File: config.mk
export PLATFORM = sky130hd
export DESIGN_NAME = flash_cmd_seq
export DESIGN_NICKNAME = d
export VERILOG_FILES = /design/src/rtl/flash_seq_pkg.sv /design/src/rtl/flash_cmd_table.sv /design/src/rtl/flash_phase_timer.sv /design/src/rtl/flash_poll_unit.sv /design/src/rtl/flash_cmd_seq.sv
export SDC_FILE = /design/constraint.sdc
export NUM_CORES = 1
export LEC_CHECK = 0
export ABC_AREA = 1
export BUFFER_PORTS_ARGS = -buffer_cell sky130_fd_sc_hd__buf_4
export CAP_MARGIN = 5
export CORE_UTILIZATION = 55
export DETAILED_ROUTE_END_ITERATION = 7
export HOLD_SLACK_MARGIN = 0.05
export MAX_ROUTING_LAYER = met4
export PLACE_DENSITY = 0.82
export SLEW_MARGIN = 25
export SYNTH_ARGS = -nofsm -noshare
export SYNTH_HDL_FRONTEND = slang
export SYNTH_SLANG_ARGS = --single-unit
File: constraint.sdc
create_clock -name clk_i -period 4.9 [get_ports clk_i]
set_input_delay 0.245 -clock clk_i [delete_from_list [all_inputs] [get_ports clk_i]]
set_output_delay 0.245 -clock clk_i [all_outputs]
set_load 0.01 [all_outputs]
File: src/rtl/flash_seq_pkg.sv
package flash_seq_pkg;
  typedef enum logic [1:0] {
    OP_PROG = 2'd0,
    OP_CHIP = 2'd1,
    OP_SECT = 2'd2,
    OP_RSVD = 2'd3
  } flash_op_e;

  typedef enum logic [2:0] {
    ST_IDLE,
    ST_SETUP,
    ST_WLO,
    ST_WHI,
    ST_RLO,
    ST_EVAL,
    ST_FIN
  } seq_state_e;

  localparam logic [15:0] ULK_ADDR_A = 16'h5555;
  localparam logic [15:0] ULK_ADDR_B = 16'h2AAA;
  localparam logic [7:0]  ULK_CODE_A = 8'hAA;
  localparam logic [7:0]  ULK_CODE_B = 8'h55;
  localparam logic [7:0]  CMD_PROG   = 8'hA0;
  localparam logic [7:0]  CMD_ERASE  = 8'h80;
  localparam logic [7:0]  CMD_CHIP   = 8'h10;
  localparam logic [7:0]  CMD_SECT   = 8'h30;
  localparam int unsigned STEP_W     = 3;
endpackage

File: src/rtl/flash_cmd_table.sv
module flash_cmd_table
  import flash_seq_pkg::*;
#(
  parameter int unsigned ADDR_W = 20
) (
  input  flash_op_e                  op_i,
  input  logic [STEP_W-1:0]          step_i,
  input  logic [ADDR_W-1:0]          tgt_addr_i,
  input  logic [7:0]                 tgt_data_i,
  output logic [ADDR_W-1:0]          addr_o,
  output logic [7:0]                 data_o,
  output logic                       last_o
);
  localparam logic [ADDR_W-1:0] ADR_A = ADDR_W'(ULK_ADDR_A);
  localparam logic [ADDR_W-1:0] ADR_B = ADDR_W'(ULK_ADDR_B);
  localparam logic [STEP_W-1:0] LAST_PROG  = STEP_W'(3);
  localparam logic [STEP_W-1:0] LAST_ERASE = STEP_W'(5);

  logic is_prog, is_sect;
  assign is_prog = (op_i == OP_PROG);
  assign is_sect = (op_i == OP_SECT);

  always_comb begin
    addr_o = ADR_A;
    data_o = ULK_CODE_A;
    unique case (step_i)
      3'd0: begin addr_o = ADR_A; data_o = ULK_CODE_A; end
      3'd1: begin addr_o = ADR_B; data_o = ULK_CODE_B; end
      3'd2: begin addr_o = ADR_A; data_o = is_prog ? CMD_PROG : CMD_ERASE; end
      3'd3: begin
        addr_o = is_prog ? tgt_addr_i : ADR_A;
        data_o = is_prog ? tgt_data_i : ULK_CODE_A;
      end
      3'd4: begin addr_o = ADR_B; data_o = ULK_CODE_B; end
      3'd5: begin
        addr_o = is_sect ? tgt_addr_i : ADR_A;
        data_o = is_sect ? CMD_SECT : CMD_CHIP;
      end
      default: begin addr_o = ADR_A; data_o = ULK_CODE_A; end
    endcase
  end

  assign last_o = is_prog ? (step_i == LAST_PROG) : (step_i == LAST_ERASE);
endmodule

File: src/rtl/flash_phase_timer.sv
module flash_phase_timer #(
  parameter int unsigned CNT_W = 2
) (
  input  logic             clk_i,
  input  logic             rst_ni,
  input  logic             clr_i,
  input  logic [CNT_W-1:0] len_i,
  output logic             last_o
);
  logic [CNT_W-1:0] cnt_q;

  assign last_o = (cnt_q == len_i - CNT_W'(1));

  always_ff @(posedge clk_i or negedge rst_ni) begin
    if (!rst_ni)      cnt_q <= '0;
    else if (clr_i)   cnt_q <= '0;
    else if (!last_o) cnt_q <= cnt_q + CNT_W'(1);
  end
endmodule

File: src/rtl/flash_poll_unit.sv
module flash_poll_unit #(
  parameter int unsigned POLL_W = 8
) (
  input  logic              clk_i,
  input  logic              rst_ni,
  input  logic              start_i,
  input  logic [POLL_W-1:0] limit_i,
  input  logic              sample_i,
  input  logic              bit_i,
  input  logic              expect_i,
  input  logic              eval_i,
  output logic              match_o,
  output logic              exhausted_o
);
  logic [POLL_W-1:0] lim_q, cnt_q;
  logic              bit_q;

  always_ff @(posedge clk_i or negedge rst_ni) begin
    if (!rst_ni) begin
      lim_q <= POLL_W'(1);
      cnt_q <= '0;
      bit_q <= 1'b0;
    end else begin
      if (start_i) begin
        lim_q <= (limit_i == '0) ? POLL_W'(1) : limit_i;
        cnt_q <= '0;
      end else if (eval_i) begin
        cnt_q <= cnt_q + POLL_W'(1);
      end
      if (sample_i) bit_q <= bit_i;
    end
  end

  assign match_o     = (bit_q == expect_i);
  // compare one bit wider so cnt+1 cannot wrap
  assign exhausted_o = ({1'b0, cnt_q} + (POLL_W+1)'(1)) >= {1'b0, lim_q};
endmodule

File: src/rtl/flash_cmd_seq.sv
module flash_cmd_seq
  import flash_seq_pkg::*;
#(
  parameter int unsigned ADDR_W    = 20,
  parameter int unsigned WE_LO_CYC = 2,
  parameter int unsigned WE_HI_CYC = 2,
  parameter int unsigned RD_CYC    = 2,
  parameter int unsigned POLL_W    = 8
) (
  input  logic              clk_i,
  input  logic              rst_ni,
  input  logic              req_valid_i,
  input  logic [1:0]        req_op_i,
  input  logic [ADDR_W-1:0] req_addr_i,
  input  logic [7:0]        req_data_i,
  input  logic [POLL_W-1:0] poll_limit_i,
  output logic              busy_o,
  output logic              done_o,
  output logic              error_o,
  output logic [ADDR_W-1:0] fl_addr_o,
  output logic [7:0]        fl_data_o,
  output logic              fl_data_oe_o,
  input  logic [7:0]        fl_data_i,
  output logic              fl_we_no,
  output logic              fl_oe_no
);
  localparam int unsigned MAX_WR  = (WE_LO_CYC > WE_HI_CYC) ? WE_LO_CYC : WE_HI_CYC;
  localparam int unsigned MAX_CYC = (MAX_WR > RD_CYC) ? MAX_WR : RD_CYC;
  localparam int unsigned CNT_W   = (MAX_CYC < 2) ? 1 : $clog2(MAX_CYC + 1);

  seq_state_e        state_q, state_d;
  flash_op_e         op_q;
  logic [ADDR_W-1:0] addr_q;
  logic [7:0]        data_q;
  logic [STEP_W-1:0] step_q;
  logic              err_q;

  logic              accept;
  logic [CNT_W-1:0]  phase_len;
  logic              phase_last;
  logic [ADDR_W-1:0] tbl_addr;
  logic [7:0]        tbl_data;
  logic              tbl_last;
  logic              poll_match, poll_exhausted;
  logic              writing, reading;
  logic              unused_rd_bits;

  assign unused_rd_bits = ^fl_data_i[6:0];

  assign accept = (state_q == ST_IDLE) && req_valid_i && (flash_op_e'(req_op_i) != OP_RSVD);

  flash_cmd_table #(.ADDR_W(ADDR_W)) u_table (
    .op_i       (op_q),
    .step_i     (step_q),
    .tgt_addr_i (addr_q),
    .tgt_data_i (data_q),
    .addr_o     (tbl_addr),
    .data_o     (tbl_data),
    .last_o     (tbl_last)
  );

  always_comb begin
    unique case (state_q)
      ST_WLO:  phase_len = CNT_W'(WE_LO_CYC);
      ST_WHI:  phase_len = CNT_W'(WE_HI_CYC);
      ST_RLO:  phase_len = CNT_W'(RD_CYC);
      default: phase_len = CNT_W'(1);
    endcase
  end

  flash_phase_timer #(.CNT_W(CNT_W)) u_timer (
    .clk_i  (clk_i),
    .rst_ni (rst_ni),
    .clr_i  (state_d != state_q),
    .len_i  (phase_len),
    .last_o (phase_last)
  );

  flash_poll_unit #(.POLL_W(POLL_W)) u_poll (
    .clk_i       (clk_i),
    .rst_ni      (rst_ni),
    .start_i     (accept),
    .limit_i     (poll_limit_i),
    .sample_i    ((state_q == ST_RLO) && phase_last),
    .bit_i       (fl_data_i[7]),
    .expect_i    ((op_q == OP_PROG) ? data_q[7] : 1'b1),
    .eval_i      (state_q == ST_EVAL),
    .match_o     (poll_match),
    .exhausted_o (poll_exhausted)
  );

  always_comb begin
    state_d = state_q;
    unique case (state_q)
      ST_IDLE:  if (accept) state_d = ST_SETUP;
      ST_SETUP: state_d = ST_WLO;
      ST_WLO:   if (phase_last) state_d = ST_WHI;
      ST_WHI:   if (phase_last) state_d = tbl_last ? ST_RLO : ST_SETUP;
      ST_RLO:   if (phase_last) state_d = ST_EVAL;
      ST_EVAL:  state_d = (poll_match || poll_exhausted) ? ST_FIN : ST_RLO;
      ST_FIN:   state_d = ST_IDLE;
      default:  state_d = ST_IDLE;
    endcase
  end

  always_ff @(posedge clk_i or negedge rst_ni) begin
    if (!rst_ni) begin
      state_q <= ST_IDLE;
      op_q    <= OP_PROG;
      addr_q  <= '0;
      data_q  <= '0;
      step_q  <= '0;
      err_q   <= 1'b0;
    end else begin
      state_q <= state_d;
      if (accept) begin
        op_q   <= flash_op_e'(req_op_i);
        addr_q <= req_addr_i;
        data_q <= req_data_i;
        step_q <= '0;
        err_q  <= 1'b0;
      end
      if (state_q == ST_WHI && phase_last && !tbl_last) step_q <= step_q + STEP_W'(1);
      if (state_q == ST_EVAL) err_q <= !poll_match;
    end
  end

  assign writing      = (state_q == ST_SETUP) || (state_q == ST_WLO) || (state_q == ST_WHI);
  assign reading      = (state_q == ST_RLO) || (state_q == ST_EVAL);
  assign busy_o       = (state_q != ST_IDLE);
  assign done_o       = (state_q == ST_FIN);
  assign error_o      = done_o && err_q;
  assign fl_we_no     = (state_q != ST_WLO);
  assign fl_oe_no     = (state_q != ST_RLO);
  assign fl_data_oe_o = writing;
  assign fl_data_o    = writing ? tbl_data : 8'h00;
  assign fl_addr_o    = writing ? tbl_addr : (reading ? addr_q : '0);
endmodule

==> After elaboration in Yosys (flattened, before gate mapping) <==
Index checks and enable logic that the tools add are counted.
{ "op_classes": {"addsub": 5, "n_lt_le_gt_ge": 1, "eq_ne": 19, "muxes": 29, "n_reduce_logical": 20} }
{ "op_table": {"columns": ["operator", "n"], "rows": [
  ["20-bit two-way mux", 4],
  ["20-bit case mux with 3 select lines", 1],
  ["8-bit two-way mux", 5],
  ["8-bit case mux with 4 select lines", 1],
  ["3-bit two-way mux", 7],
  ["3-bit case mux with 6 select lines", 1],
  ["3-bit == test (second input constant)", 5],
  ["3-bit by 2-bit == test with 1-bit output (second input constant)", 4],
  ["6-bit two-way mux", 2],
  ["8-bit by 1-bit adder with 9-bit output (second input constant)", 1],
  ["9-bit by 8-bit >= comparator with 1-bit output", 1],
  ["8-bit by 1-bit adder with 8-bit output (second input constant)", 1],
  ["8-bit zero test", 1],
  ["2-bit two-way mux", 4],
  ["3-bit by 1-bit == test with 1-bit output (second input constant)", 2],
  ["1-bit logical AND", 6],
  ["1-bit logical OR", 4],
  ["1-bit two-way mux", 4],
  ["2-bit nonzero test", 2],
  ["3-bit by 1-bit adder with 3-bit output (second input constant)", 1],
  ["3-bit zero test", 1],
  ["3-bit by 2-bit != test with 1-bit output (second input constant)", 1],
  ["3-bit != test", 1],
  ["3-bit != test (second input constant)", 1],
  ["other kinds (12)", 13]
]} }
{ "word_totals": {"regBits": 56, "inputBits": 49, "out_inout_bits": 34, "wordCells": 84} }

==> Depth between registers and ports, before layout <==
{ "logic_depth": {"word_depth": 9, "ltp_mapped": 18} }

==> Cells and area by module <==
A second synthesis with hierarchy kept.
{ "unflattened": {"hier_cells": 511, "area_unflattened_um2": 3666.0} }
{ "modules_own_cells": {"columns": ["module", "instances", "cells_per_inst", "area_each_um2", "seq_area_each_um2"], "rows": [
  ["flash_cmd_seq", 1, 238, 1918.1, 925.9],
  ["flash_poll_unit", 1, 125, 1016.0, 426.7],
  ["flash_cmd_table", 1, 122, 570.5, 0.0],
  ["flash_phase_timer", 1, 26, 161.4, 50.0]
]} }

==> Least setup slack after synthesis <==
No wires, ideal clock.
{ "synth_path": {"path_type": "register to register", "startpoint": "register u_poll.cnt_q[0]", "endpoint": "register u_timer.cnt_q[0]", "t_arrival_ps": 2055, "setup_slack_ps": 2774, "stages_incl_launch_ff": 19, "period_less_slack_ps": 2126, "path_cell_list": "dfrtp_1 -> ha_1 -> nand3_1 -> nor2_1 -> nand2_1 -> xor2_1 -> inv_1 -> ha_1 -> nand2_1 -> nor2_1 -> a21oi_1 -> nand2_1 -> nor2_1 -> nand2_1 -> nand2_1 -> nand3_1 -> nand2_1 -> nand2_1 -> nor2_1"} }
{ "synth_via": {"elab_chain_cells": 7} }
{ "synth_lines": {"columns": ["element", "line", "text"], "rows": [
  ["from (decl)", "flash_poll_unit.sv:15", "logic [POLL_W-1:0] lim_q, cnt_q;"],
  ["from (signal assigned)", "flash_poll_unit.sv:28", "cnt_q <= cnt_q + POLL_W'(1);"],
  ["8-bit by 1-bit adder with 9-bit output (*)", "flash_poll_unit.sv:36", "assign exhausted_o = ({1'b0, cnt_q} + (POLL_W+1)'(1)) >= {1'b0, lim_q};"],
  ["9-bit by 8-bit >= comparator with 1-bit output (*)", "flash_poll_unit.sv:36", null],
  ["1-bit logical OR (*)", "flash_cmd_seq.sv:100", "ST_EVAL: state_d = (poll_match || poll_exhausted) ? ST_FIN : ST_RLO;"],
  ["2-bit two-way mux (*)", "flash_cmd_seq.sv:100", null],
  ["3-bit case mux with 6 select lines (*)", "flash_cmd_seq.sv:94", "unique case (state_q)"],
  ["3-bit != test (*)", "flash_cmd_seq.sv:74", ".clr_i (state_d != state_q),"],
  ["2-bit by 1-bit != test with 1-bit output (no source line) or 2-bit two-way mux (tied branches)", null, null],
  ["to (signal assigned)", "flash_phase_timer.sv:17", "else if (!last_o) cnt_q <= cnt_q + CNT_W'(1);"],
  ["to (decl)", "flash_phase_timer.sv:10", "logic [CNT_W-1:0] cnt_q;"]
]} }
Mark *: on every way between the ends. The rest lies on a longest branch, timed or not.
A chain may end at the register's enable or synchronous reset.

==> Final worst setup path <==
{ "layout_path": {"startpoint": "register state_q[1]", "endpoint": "output fl_addr_o[17]"} }
{ "layout_via": {"elab_chain_cells": 4} }
{ "layout_lines": {"columns": ["element", "line", "text"], "rows": [
  ["from (decl)", "flash_cmd_seq.sv:31", "seq_state_e state_q, state_d;"],
  ["from (signal assigned)", "flash_cmd_seq.sv:115", "state_q <= state_d;"],
  ["3-bit == test, or another cell as far along", "flash_cmd_seq.sv:129", "assign reading = (state_q == ST_RLO) || (state_q == ST_EVAL);"],
  ["1-bit logical OR (on tied branches)", "flash_cmd_seq.sv:129, flash_cmd_seq.sv:128", null],
  ["20-bit two-way mux or 1-bit logical OR (tied branches)", "flash_cmd_seq.sv:137, flash_cmd_seq.sv:128", null],
  ["20-bit two-way mux (*)", "flash_cmd_seq.sv:137", "assign fl_addr_o = writing ? tbl_addr : (reading ? addr_q : '0);"],
  ["to (decl)", "flash_cmd_seq.sv:20", "output logic [ADDR_W-1:0] fl_addr_o,"]
]} }
Marks and branches as above.

==> flow_metrics.tcl <==
set metrics [dict create \
    fmax_mhz 337 \
    crit_chain "nor2_2, nor2_1, inv_1, nand2_1, nand3_1, inv_1, buf_4" \
    rsz0062_at_grt "false" \
    clk_pin_slew_ps 100 \
    ys_seq_area_share_pct 43.0 \
    cp_max_fo 14 \
    power_density_mw_per_mm2 652 \
    cp_slowest_stage_delay_ps 730 \
    path_buf_inv 3 \
    skew_ps 9.08 \
    setup-tns-final_ps 0 \
    cap_violations 0 \
    vias 3187 \
    cts-buffers-inserted 5 \
    postRouteWirelength_um 7930 \
    path_common_cell "inv_1" \
    post_cts_buffers 0 \
    finalPower_mw 2.58 \
    leakagePower_nw 2.17 \
    synth_area_sq_mm 0.00326 \
    startpoint_type "flip-flop" \
    portBuffers 75 \
    crit_path_top_delay_cell "nor2_1" \
    hold_viol 0 \
    fin_crit_ps 2970 \
    critPathRequiredTime_ps 4660 \
    layout_commonest_cell "nand2_1" \
    clk_latency_ps 310 \
    fin_crit_sh_pct 60.6 \
    fin_nets 584 \
    die_area_sq_mm 0.00625 \
    antenna_found_initial 0 \
    syn_to_final_growth_pct 21.5 \
    drc 0 \
    grt_max_degree 57 \
    grt_overflow 0 \
    clk_root_buffer_cell "clkbuf_8" \
    routedWlPerCell_um 13.4 \
    ys.warnings.count 0 \
    ir_worst_vdd_mv 0.371 \
    vias_per_cell 5.37 \
    finalSetupViolations 0 \
    cts_tree "yes" \
    cts_buffer_depth 2 \
    status "complete, no violations" \
    synth_seq_cells 56 \
    end_kind "output port" \
    drt-pass1-iter-count 5 \
    hp-class "in2reg" \
    htree_levels 2 \
    ant_nets 0 \
    synth.distinct_cells 30 \
    synth_area_per_cell_sq_um 7.27 \
    start_util_pct 58.2 \
    slew_headroom_pct 35.8 \
    syn_inst 449 \
    antenna_cells 0 \
    timing.hold.ws_ps 119 \
    grt_pass1_vias 2929 \
    worstMarginPinSlew_ps 960 \
    track_usage_pct 27.5 \
    syn-num-nets 512 \
    coreArea_sq_mm 0.00561 \
    hpwl_um 5710 \
    cts.sinks 56 \
    crit_family "simple AND/OR/NAND/NOR gates" \
    gp_congestion 0.886 \
    slew_violations 0 \
    holdBufCountCts 1 \
    io_pins 83 \
    critPathKind "reg2out" \
    cp.arrival_ps 2730 \
    row_count 27 \
    mostFrequentLayoutCells "nand2_1, inv_1, buf_4" \
    drive_gt1_share_pct 17.8 \
    cts_resized 0 \
    first_iter_violations 202 \
    die_w_um 79.0 \
    fin_util_pct 70.7 \
    grt_pass1_wl_um 13100 \
    die_h_um 79.0 \
]
worst min-delay path: stages:
cell and delay (ps):
buf_4 70, nand2_1 40, nand2_1 40
logic make-up after synthesis:
family / share of synthesized area [%]
AND/OR/NAND/NOR: 22.5
AO/OA/AOI/OAI: 16.3
buffers and inverters: 10.6
flip-flops: 43.0
adder cells (fa/ha/maj): 5.37
XOR/XNOR: 1.88
multiplexers: 0.345
sequential cells by signal, summed over array words and instances (netlist names), 2 cells and up:
register	cells
data_q	8
state_q	3
u_timer.cnt_q	2
u_poll.lim_q	8
addr_q	20
op_q	2
u_poll.cnt_q	8
step_q	3
final timing paths:
kind                                        from                      endpoint  slack (ps)  cells past startpoint
setup / recovery            state_q[1]$_DFF_PN0_                 fl_addr_o[17]        1930                      7
hold / removal                     req_data_i[6]         data_q[6]$_DFFE_PN0P_         120                      3
max in group asynchronous                 rst_ni         addr_q[8]$_DFFE_PN0P_        3910                      2
setup reg to reg            state_q[1]$_DFF_PN0_  u_timer.cnt_q[0]$_DFFE_PN0P_        2440                      9
hold reg to reg            data_q[3]$_DFFE_PN0P_         data_q[3]$_DFFE_PN0P_         480                      2
min in group asynchronous                 rst_ni        addr_q[16]$_DFFE_PN0P_         530                      2
per-layer routing:
metal	vias up	GRT usage, %	share of wire (%)
met5	-	-	0
met4	0	6.73	0.91
met3	9	4.37	5.9
met2	121	43.3	46
met1	1488	37.3	47
li1	1569	-	-
where the power goes:
| part | switching [mW] | internal (mW) |
|---|---|---|
| sequential | 0.151 | 0.679 |
| clock | 0.145 | 0.101 |
| combinational | 0.881 | 0.626 |
| total | 1.18 | 1.41 |
through the flow:
step                worst slack, ps  cells  area, sq um
floorplan                      2770    449         3260
global placement               2370    585         3870
detailed placement             2360    585         3870
CTS                            2000    594         3970
global route                   1810    594         3970
finish                         1930    594         3970
cell type report:
cell class / count / area [sq um]
clock inverters: 1 / 5.00
inverters: 79 / 297
clock buffers: 7 / 76.3
flip-flops and latches: 56 / 1400
repair buffers: 77 / 581
well taps: 72 / 90.1
fillers: 482 / 1640
multi-input cells: 302 / 1520
Yosys cell counts, drive strengths merged:
| cell | instances | area share (%) |
|---|---|---|
| mux2 | 1 | 0.34 |
| a22o | 2 | 0.54 |
| nand3 | 17 | 2.6 |
| dfstp | 1 | 0.81 |
| nor4 | 2 | 0.38 |
| o22a | 1 | 0.27 |
| nor3 | 2 | 0.46 |
| buf | 3 | 0.46 |
| nand4 | 2 | 0.38 |
| nor2 | 26 | 3.4 |
| o21ai | 63 | 9.7 |
| o22ai | 8 | 1.5 |
| clkbuf | 9 | 1.1 |
| a32oi | 1 | 0.27 |
| a21oi | 23 | 3.5 |
| o2111ai | 1 | 0.27 |
| o41ai | 1 | 0.27 |
| ha | 14 | 5.4 |
| inv | 78 | 9.0 |
| nand2 | 131 | 15 |
| xor2 | 7 | 1.9 |
| dfrtp | 55 | 42 |
| clkinv | 1 | 0.11 |
Power figures use the tool's default switching activity.
